===== src/rtl/ssc_pkg.sv =====
// Shared helpers for the triangular spread-spectrum modulator.
// Assumes magnitude codes are 3 bits: bit 2 picks the profile, bits 1:0 the size.
package ssc_pkg;

    // Profile selected by bit 2 of the magnitude code.
    typedef enum logic {
        PROF_DOWN   = 1'b0,
        PROF_CENTER = 1'b1
    } ssc_prof_e;

    // Decode the profile from a magnitude code.
    function automatic ssc_prof_e code_profile(input logic [2:0] code);
        return ssc_prof_e'(code[2]);
    endfunction

    // Size multiplier k = code[1:0] + 1 (1..4 unit steps of 0.125 %).
    function automatic logic [2:0] code_mult(input logic [2:0] code);
        return {1'b0, code[1:0]} + 3'd1;
    endfunction

endpackage


===== src/rtl/ssc_step_timer.sv =====
// Step timer: raises a one-cycle step strobe every STEP_CYCLES clocks while run is high.
// Assumes STEP_CYCLES >= 1; the count restarts from zero whenever run is low.
module ssc_step_timer #(
    parameter int STEP_CYCLES = 50
) (
    input  logic clk,
    input  logic rst_n,
    input  logic run,
    output logic step
);
    localparam int CNT_W = (STEP_CYCLES > 1) ? $clog2(STEP_CYCLES) : 1;
    localparam logic [CNT_W-1:0] LAST = CNT_W'(STEP_CYCLES - 1);

    logic [CNT_W-1:0] cnt;

    // Count clocks within one step; hold at zero while the sweep is idle.
    always_ff @(posedge clk) begin
        if (!rst_n) begin
            cnt <= '0;
        end else if (!run) begin
            cnt <= '0;
        end else if (cnt == LAST) begin
            cnt <= '0;
        end else begin
            cnt <= cnt + 1'b1;
        end
    end

    assign step = run && (cnt == LAST);

endmodule


===== src/rtl/ssc_tri_walker.sv =====
// Triangle walker: holds the signed sweep level, its direction and the active
// enable/code. New enable/code values are loaded only while idle or on a step
// that lands the level on zero.
// Assumes level is in units of 1/2^QLOG2 of k*0.125 %.
module ssc_tri_walker
    import ssc_pkg::*;
#(
    parameter int QLOG2 = 4,
    localparam int LVL_W = QLOG2 + 3
) (
    input  logic                    clk,
    input  logic                    rst_n,
    input  logic                    step,
    input  logic                    en_i,
    input  logic [2:0]              code_i,
    output logic                    act_en,
    output logic [2:0]              act_code,
    output logic signed [LVL_W-1:0] lvl,
    output logic                    dir_up
);
    localparam int QI = 1 << QLOG2;
    localparam logic signed [LVL_W-1:0] TOP_LVL    = LVL_W'(QI);
    localparam logic signed [LVL_W-1:0] CENTER_BOT = LVL_W'(-QI);
    localparam logic signed [LVL_W-1:0] DOWN_BOT   = LVL_W'(-2 * QI);

    logic                    en_n;
    logic [2:0]              code_n;
    logic signed [LVL_W-1:0] lvl_n;
    logic                    dir_n;
    logic                    centered;

    assign centered = (code_profile(act_code) == PROF_CENTER);

    // Next level, direction and configuration of the sweep.
    always_comb begin
        en_n   = act_en;
        code_n = act_code;
        lvl_n  = lvl;
        dir_n  = dir_up;
        if (!act_en) begin
            en_n   = en_i;
            code_n = code_i;
            lvl_n  = '0;
            dir_n  = (code_profile(code_i) == PROF_CENTER);
        end else if (step) begin
            if (dir_up) begin
                lvl_n = lvl + LVL_W'(1);
                if (centered && (lvl_n == TOP_LVL)) begin
                    dir_n = 1'b0;
                end
            end else begin
                lvl_n = lvl - LVL_W'(1);
                if (lvl_n == (centered ? CENTER_BOT : DOWN_BOT)) begin
                    dir_n = 1'b1;
                end
            end
            if (lvl_n == '0) begin
                en_n   = en_i;
                code_n = code_i;
                if (code_profile(code_i) == PROF_DOWN) begin
                    dir_n = 1'b0;
                end
            end
        end
    end

    // Register the sweep state.
    always_ff @(posedge clk) begin
        if (!rst_n) begin
            act_en   <= 1'b0;
            act_code <= 3'd0;
            lvl      <= '0;
            dir_up   <= 1'b1;
        end else begin
            act_en   <= en_n;
            act_code <= code_n;
            lvl      <= lvl_n;
            dir_up   <= dir_n;
        end
    end

endmodule


===== src/rtl/ssc_offset_scale.sv =====
// Offset scaler: samples N, then forms N*2^FRAC_W + floor(N*lvl*k*UNIT / 2^QLOG2).
// Assumes UNIT is the fixed-point value of 0.125 % with FRAC_W fraction bits.
module ssc_offset_scale
    import ssc_pkg::*;
#(
    parameter int N_W    = 8,
    parameter int FRAC_W = 24,
    parameter int QLOG2  = 4,
    parameter int UNIT   = 20972,
    localparam int LVL_W = QLOG2 + 3,
    localparam int OUT_W = N_W + 1 + FRAC_W
) (
    input  logic                    clk,
    input  logic                    rst_n,
    input  logic [N_W-1:0]          n_i,
    input  logic signed [LVL_W-1:0] lvl,
    input  logic [2:0]              act_code,
    output logic [OUT_W-1:0]        eff
);
    localparam int UNIT_W = $clog2(UNIT + 1);
    localparam int PW_A   = N_W + LVL_W + 4 + UNIT_W;
    localparam int PW_B   = N_W + FRAC_W + 2;
    localparam int PROD_W = (PW_A > PW_B) ? PW_A : PW_B;

    logic [N_W-1:0]           n_q;
    logic signed [PROD_W-1:0] a_n;
    logic signed [PROD_W-1:0] a_l;
    logic signed [PROD_W-1:0] a_k;
    logic signed [PROD_W-1:0] a_u;
    logic signed [PROD_W-1:0] prod;
    logic signed [PROD_W-1:0] sum;

    // Sample the base divider once per clock.
    always_ff @(posedge clk) begin
        if (!rst_n) begin
            n_q <= '0;
        end else begin
            n_q <= n_i;
        end
    end

    // Scale the level into a fixed-point offset and add the base.
    always_comb begin
        a_n  = PROD_W'(n_q);
        a_l  = {{(PROD_W - LVL_W){lvl[LVL_W-1]}}, lvl};
        a_k  = PROD_W'(code_mult(act_code));
        a_u  = PROD_W'(UNIT);
        prod = a_n * a_l * a_k * a_u;
        sum  = (a_n <<< FRAC_W) + (prod >>> QLOG2);
        eff  = OUT_W'(sum);
    end

endmodule


===== src/rtl/ssc_group.sv =====
// One clock group: step timer, triangle walker and offset scaler in a chain.
// Assumes the shared enable and the group code arrive on the system clock.
module ssc_group #(
    parameter int N_W         = 8,
    parameter int FRAC_W      = 24,
    parameter int QLOG2       = 4,
    parameter int STEP_CYCLES = 50,
    parameter int UNIT        = 20972,
    localparam int LVL_W      = QLOG2 + 3,
    localparam int OUT_W      = N_W + 1 + FRAC_W
) (
    input  logic             clk,
    input  logic             rst_n,
    input  logic             en_i,
    input  logic [2:0]       code_i,
    input  logic [N_W-1:0]   n_i,
    output logic [OUT_W-1:0] eff_o,
    output logic             on_o,
    output logic             up_o,
    output logic             zero_o
);
    logic                    step;
    logic                    act_en;
    logic [2:0]              act_code;
    logic signed [LVL_W-1:0] lvl;
    logic                    dir_up;

    ssc_step_timer #(.STEP_CYCLES(STEP_CYCLES)) u_timer (
        .clk   (clk),
        .rst_n (rst_n),
        .run   (act_en),
        .step  (step)
    );

    ssc_tri_walker #(.QLOG2(QLOG2)) u_walk (
        .clk      (clk),
        .rst_n    (rst_n),
        .step     (step),
        .en_i     (en_i),
        .code_i   (code_i),
        .act_en   (act_en),
        .act_code (act_code),
        .lvl      (lvl),
        .dir_up   (dir_up)
    );

    ssc_offset_scale #(
        .N_W    (N_W),
        .FRAC_W (FRAC_W),
        .QLOG2  (QLOG2),
        .UNIT   (UNIT)
    ) u_scale (
        .clk      (clk),
        .rst_n    (rst_n),
        .n_i      (n_i),
        .lvl      (lvl),
        .act_code (act_code),
        .eff      (eff_o)
    );

    assign on_o   = act_en;
    assign up_o   = dir_up;
    assign zero_o = (lvl == '0);

endmodule


===== src/rtl/ssc_dual.sv =====
// Top: GROUPS independent triangular spread generators sharing one enable.
// Assumes all inputs are synchronous to clk; group g uses slice g of each bus.
module ssc_dual #(
    parameter int GROUPS      = 2,
    parameter int N_W         = 8,
    parameter int FRAC_W      = 24,
    parameter int QLOG2       = 4,
    parameter int STEP_CYCLES = 50,
    parameter int UNIT        = 20972
) (
    input  logic                             clk,
    input  logic                             rst_n,
    input  logic                             spread_en_i,
    input  logic [3*GROUPS-1:0]              mag_code_i,
    input  logic [N_W*GROUPS-1:0]            base_n_i,
    output logic [(N_W+1+FRAC_W)*GROUPS-1:0] eff_div_o,
    output logic [GROUPS-1:0]                spread_on_o,
    output logic [GROUPS-1:0]                sweep_up_o,
    output logic [GROUPS-1:0]                at_zero_o
);
    localparam int OUT_W = N_W + 1 + FRAC_W;

    // One generator per clock group.
    for (genvar g = 0; g < GROUPS; g++) begin : g_grp
        ssc_group #(
            .N_W         (N_W),
            .FRAC_W      (FRAC_W),
            .QLOG2       (QLOG2),
            .STEP_CYCLES (STEP_CYCLES),
            .UNIT        (UNIT)
        ) u_grp (
            .clk    (clk),
            .rst_n  (rst_n),
            .en_i   (spread_en_i),
            .code_i (mag_code_i[3*g +: 3]),
            .n_i    (base_n_i[N_W*g +: N_W]),
            .eff_o  (eff_div_o[OUT_W*g +: OUT_W]),
            .on_o   (spread_on_o[g]),
            .up_o   (sweep_up_o[g]),
            .zero_o (at_zero_o[g])
        );
    end

endmodule


===== config.mk =====
export PLATFORM = sky130hd
export DESIGN_NAME = ssc_dual
export DESIGN_NICKNAME = d
export VERILOG_FILES = /design/src/rtl/ssc_pkg.sv /design/src/rtl/ssc_step_timer.sv /design/src/rtl/ssc_tri_walker.sv /design/src/rtl/ssc_offset_scale.sv /design/src/rtl/ssc_group.sv /design/src/rtl/ssc_dual.sv
export SDC_FILE = /design/constraint.sdc
export NUM_CORES = 1
export LEC_CHECK = 0
export CAP_MARGIN = 5
export CORE_ASPECT_RATIO = 0.7
export CORE_MARGIN = 2
export CORE_UTILIZATION = 35
export CTS_CLUSTER_DIAMETER = 80
export DETAILED_ROUTE_END_ITERATION = 7
export DONT_BUFFER_PORTS = 1
export PLACE_DENSITY = 0.58
export SKIP_CTS_REPAIR_TIMING = 1
export SYNTH_ARGS = -nofsm -noshare
export SYNTH_HDL_FRONTEND = slang
export SYNTH_SLANG_ARGS = --single-unit

===== constraint.sdc =====
create_clock -name clk -period 12.3 [get_ports clk]
set_input_delay 0 -clock clk [delete_from_list [all_inputs] [get_ports clk]]
set_output_delay 0 -clock clk [all_outputs]
set_load 0.01 [all_outputs]

==> key figures <==
Detailed routing
  – Via/cell ratio: 4.78
  – Detailed Route Iter0 Violations: 842
  – First-pass detailed-route iteration total: 5
  – Avg WL per Cell: 14.5 um
  – Final WL: 53.1 mm
  – Post-DRT Antenna Nets: 0
  – Vias after detailed routing: 17600
  – Post-route DRC: 0

CTS
  – CTS sink cnt: 52
  – Clk_lat worst skew: 0.31 ns
  – Root Driver: clkbuf_16
  – TritonCTS clock tree: yes
  – CTS Buffer Depth: 2
  – CTS H-tree depth: 2
  – TritonCTS Buffers: 5
  – Clock slew at reported path FFs: 0.08 ns

STA
  – Final worst path period share: 1.08
  – Max frequency: 75.3 MHz
  – Slew @ Worst Pin: 0.985 ns
  – Final min period: 13.27 ns
  – Min Hold Slack: -0.0224 ns
  – Slew HR: 0.339
  – Final setup vio count: 12
  – Hold Vio Cnt, Final: 15
  – RSZ-0062 raised after global routing: yes
  – Final Max Tran Viols: 0
  – Clock Skews: 0.0137 ns
  – Worst setup margin: -0.972 ns

Worst setup path
  – Reg2reg start: g_grp[0].u_grp.u_walk.lvl[0]$_SDFFE_PN0P_
  – Slowest stage delay, CP: 0.58 ns
  – Critical path arrival: 13.27 ns
  – Crit. End Element: primary output
  – Crit-path slowest cell: fa_1
  – Levels on crit path: 56
  – Top delay family on crit path: adder cells
  – Worst setup SP type: register
  – Buf/Inv on CP: 11
  – Critical Path RT: 12.30 ns
  – Cells on worst reg2reg path: 11
  – Cell mode on critical path: fa_1
  – Worst Setup Path Type: register to primary output
  – R2R setup slack: 9.15 ns
  – CP max FO: 5
  – RR Endpoint: g_grp[0].u_grp.u_walk.dir_up$_SDFFE_PN1P_

Yosys
  – Synthesis Warnings: 0
  – Post-Syn Area: 21900 um^2
  – Asr flop ratio synth: 0
  – EDFF count, synth: 0
  – Synth Register Bits: 52
  – Mean cell area of the mapped netlist: 8.78 um^2
  – Post-synth cell types: 87
  – Sequential fraction of the synthesis area: 0.0476
  – Most used DFF post-synth: dfxtp_1
  – Syn nets: 3236
  – Synth Instances: 2490

Die
  – I/O Pins: 97
  – Core ar.: 61600 um^2
  – Initial core utilization: 0.355
  – Die Height: 213 um
  – Row cnt: 76
  – Die Span X: 303 um
  – Die area: 64500 um^2

Run
  – Max cap viols: 0

Final layout
  – Register area: 1090 um^2
  – Nets@finish: 3598
  – Fill cell count: 5970
  – Multi-input gate area: 19700 um^2
  – Share of layout cells above drive strength 1: 0.220
  – Synth-to-Final Area Change: 24.9%

Global routing
  – Largest net degree at the start of global routing: 31
  – GRT overflow: 0
  – Vias in the first global route: 17600
  – GR Util All Layers: 0.162
  – Initial antenna violation count: 0
  – First-pass GRT wire length: 86.5 mm

Status
  – Violated checks: negative hold slack, negative setup slack
  – Status: finished, violations left

Placed design
  – PortBufs: 0
  – Routability cong.: 0.881
  – HPWL reported at the end of detailed placement: 46.1 mm

Pwr
  – Worst vdd ir: 0.0480 mV
  – P_leak: 14.9 nW
  – Power, Total: 0.397 mW
  – Pwr/cell area: 14.5 nW/um^2

Worst hold path
  – Hold path depth: 2
  – Origin of the worst min-delay path: rst_n
  – Worst Hold End: g_grp[1].u_grp.u_timer.cnt[1]$_SDFF_PP0_
  – Hold crit path type: input pin to register
per-layer routing:
layer,up-vias,track usage,wire length (um)
li1,8665,-,-
met1,8650,0.251,27100
met2,226,0.249,23900
met3,27,0.0122,1600
met4,0,0.0185,482
met5,-,0,0
worst max path at each step:
| stage | startpoint | to |
|---|---|---|
| 2_1_floorplan | g_grp[0].u_grp.u_walk.lvl[2]$_SDFFE_PN0P_ | eff_div_o[32] |
| 3_3_place_gp | g_grp[0].u_grp.u_walk.lvl[1]$_SDFFE_PN0P_ | eff_div_o[32] |
| 3_5_place_dp | g_grp[0].u_grp.u_walk.lvl[1]$_SDFFE_PN0P_ | eff_div_o[32] |
| 4_1_cts | g_grp[0].u_grp.u_scale.n_q[4]$_SDFF_PN0_ | eff_div_o[32] |
| 5_1_grt | g_grp[0].u_grp.u_scale.n_q[4]$_SDFF_PN0_ | eff_div_o[32] |
| 6_report | g_grp[0].u_grp.u_scale.n_q[4]$_SDFF_PN0_ | eff_div_o[32] |
final cells by class:
| type | instances | area share |
|---|---|---|
| Multi-Input combinational cell | 1804 | 0.721 |
| Antenna cell | 1 | 0.0000917 |
| Clock buffer | 6 | 0.00472 |
| Clock inverter | 2 | 0.000642 |
| Sequential cell | 52 | 0.0398 |
| Inverter | 594 | 0.0822 |
| Tap cell | 819 | 0.0375 |
| Timing Repair Buffer | 395 | 0.113 |
through the flow:
stage / std cells / utilization / setup slack [ns] / TNS, ns / instance area, um^2
after global placement: 3603 / 0.413 / -0.656 / -3.11 / 25500
after floorplan: 2490 / - / -0.00122 / -0.00122 / 22200
final: 3673 / 0.443 / -0.972 / -5.32 / 27300
after CTS: 3611 / 0.416 / -1.21 / -10.32 / 25600
after global routing: 3672 / 0.443 / -1.44 / -12.27 / 27300
after detailed placement: 3603 / 0.413 / -0.808 / -4.59 / 25500
kinds of logic after synthesis:
logic type | count (synthesis) | synth area share
AOI/OAI and AO/OA | 363 | 0.109
xor gates and xnor gates | 177 | 0.0723
adders and majority gates | 721 | 0.521
buffers and inverters | 634 | 0.111
DFF | 52 | 0.0476
muxes | 22 | 0.0102
and+or+nand+nor | 521 | 0.128
sequential cells by signal, summed over array words and instances (netlist names):
signal	cells
g_grp.u_grp.u_walk.act_en	2
g_grp.u_grp.u_walk.lvl	14
g_grp.u_grp.u_scale.n_q	16
g_grp.u_grp.u_timer.cnt	12
g_grp.u_grp.u_walk.act_code	6
g_grp.u_grp.u_walk.dir_up	2
cells in the mapped netlist, drive strengths merged, types with 9 or more instances:
cell type,number,share of area
fa,316,0.29
buf,12,0.0038
nor3,31,0.0073
o31ai,9,0.0035
nand2b,25,0.0072
nor2b,32,0.0092
o21ai,63,0.015
nor2,101,0.017
nand2,88,0.015
dfxtp,52,0.048
or3,9,0.0026
nand4,9,0.0026
and2,136,0.039
nor3b,13,0.0047
and3,14,0.0041
inv,592,0.10
a21oi,116,0.027
mux2i,19,0.0087
o21bai,31,0.011
a21o,50,0.017
clkbuf,28,0.0048
xnor2,129,0.052
a211oi,11,0.0042
or2,9,0.0026
ha,405,0.23
a31oi,19,0.0057
nand3,27,0.0064
xor2,47,0.019
placed cells by master (no fill, tap or decap), types with 7 or more instances in the layout:
cell type	instances
inv_1	565
ha_1	371
buf_4	356
fa_1	311
and2_1	130
xnor2_1	109
nor2_1	99
nand2_1	84
a21oi_1	77
a21o_1	50
o21ai_0	46
xor2_1	38
a21oi_2	33
ha_4	32
nor2b_1	31
dfxtp_1	31
inv_2	27
nand3_1	25
nor3_1	25
o21bai_1	25
dlygate4sd3_1	25
nand2b_1	24
mux2i_1	19
xnor2_2	17
a31oi_1	14
dfxtp_2	13
buf_6	12
nor3b_1	10
nand4_1	9
a211oi_1	9
o21ai_1	9
and3_1	9
o21ai_2	8
o21a_1	8
dfxtp_4	8
o31a_1	7
report_power, final:
| part | total (mW) | internal [mW] | leakage [nW] | switching [mW] |
|---|---|---|---|---|
| registers | 0.185 | 0.173 | 0.437 | 0.0121 |
| clock network | 0.148 | 0.0773 | 0.0719 | 0.0705 |
| logic | 0.0640 | 0.0319 | 14.4 | 0.0321 |
(Power assumes the default switching activity.)
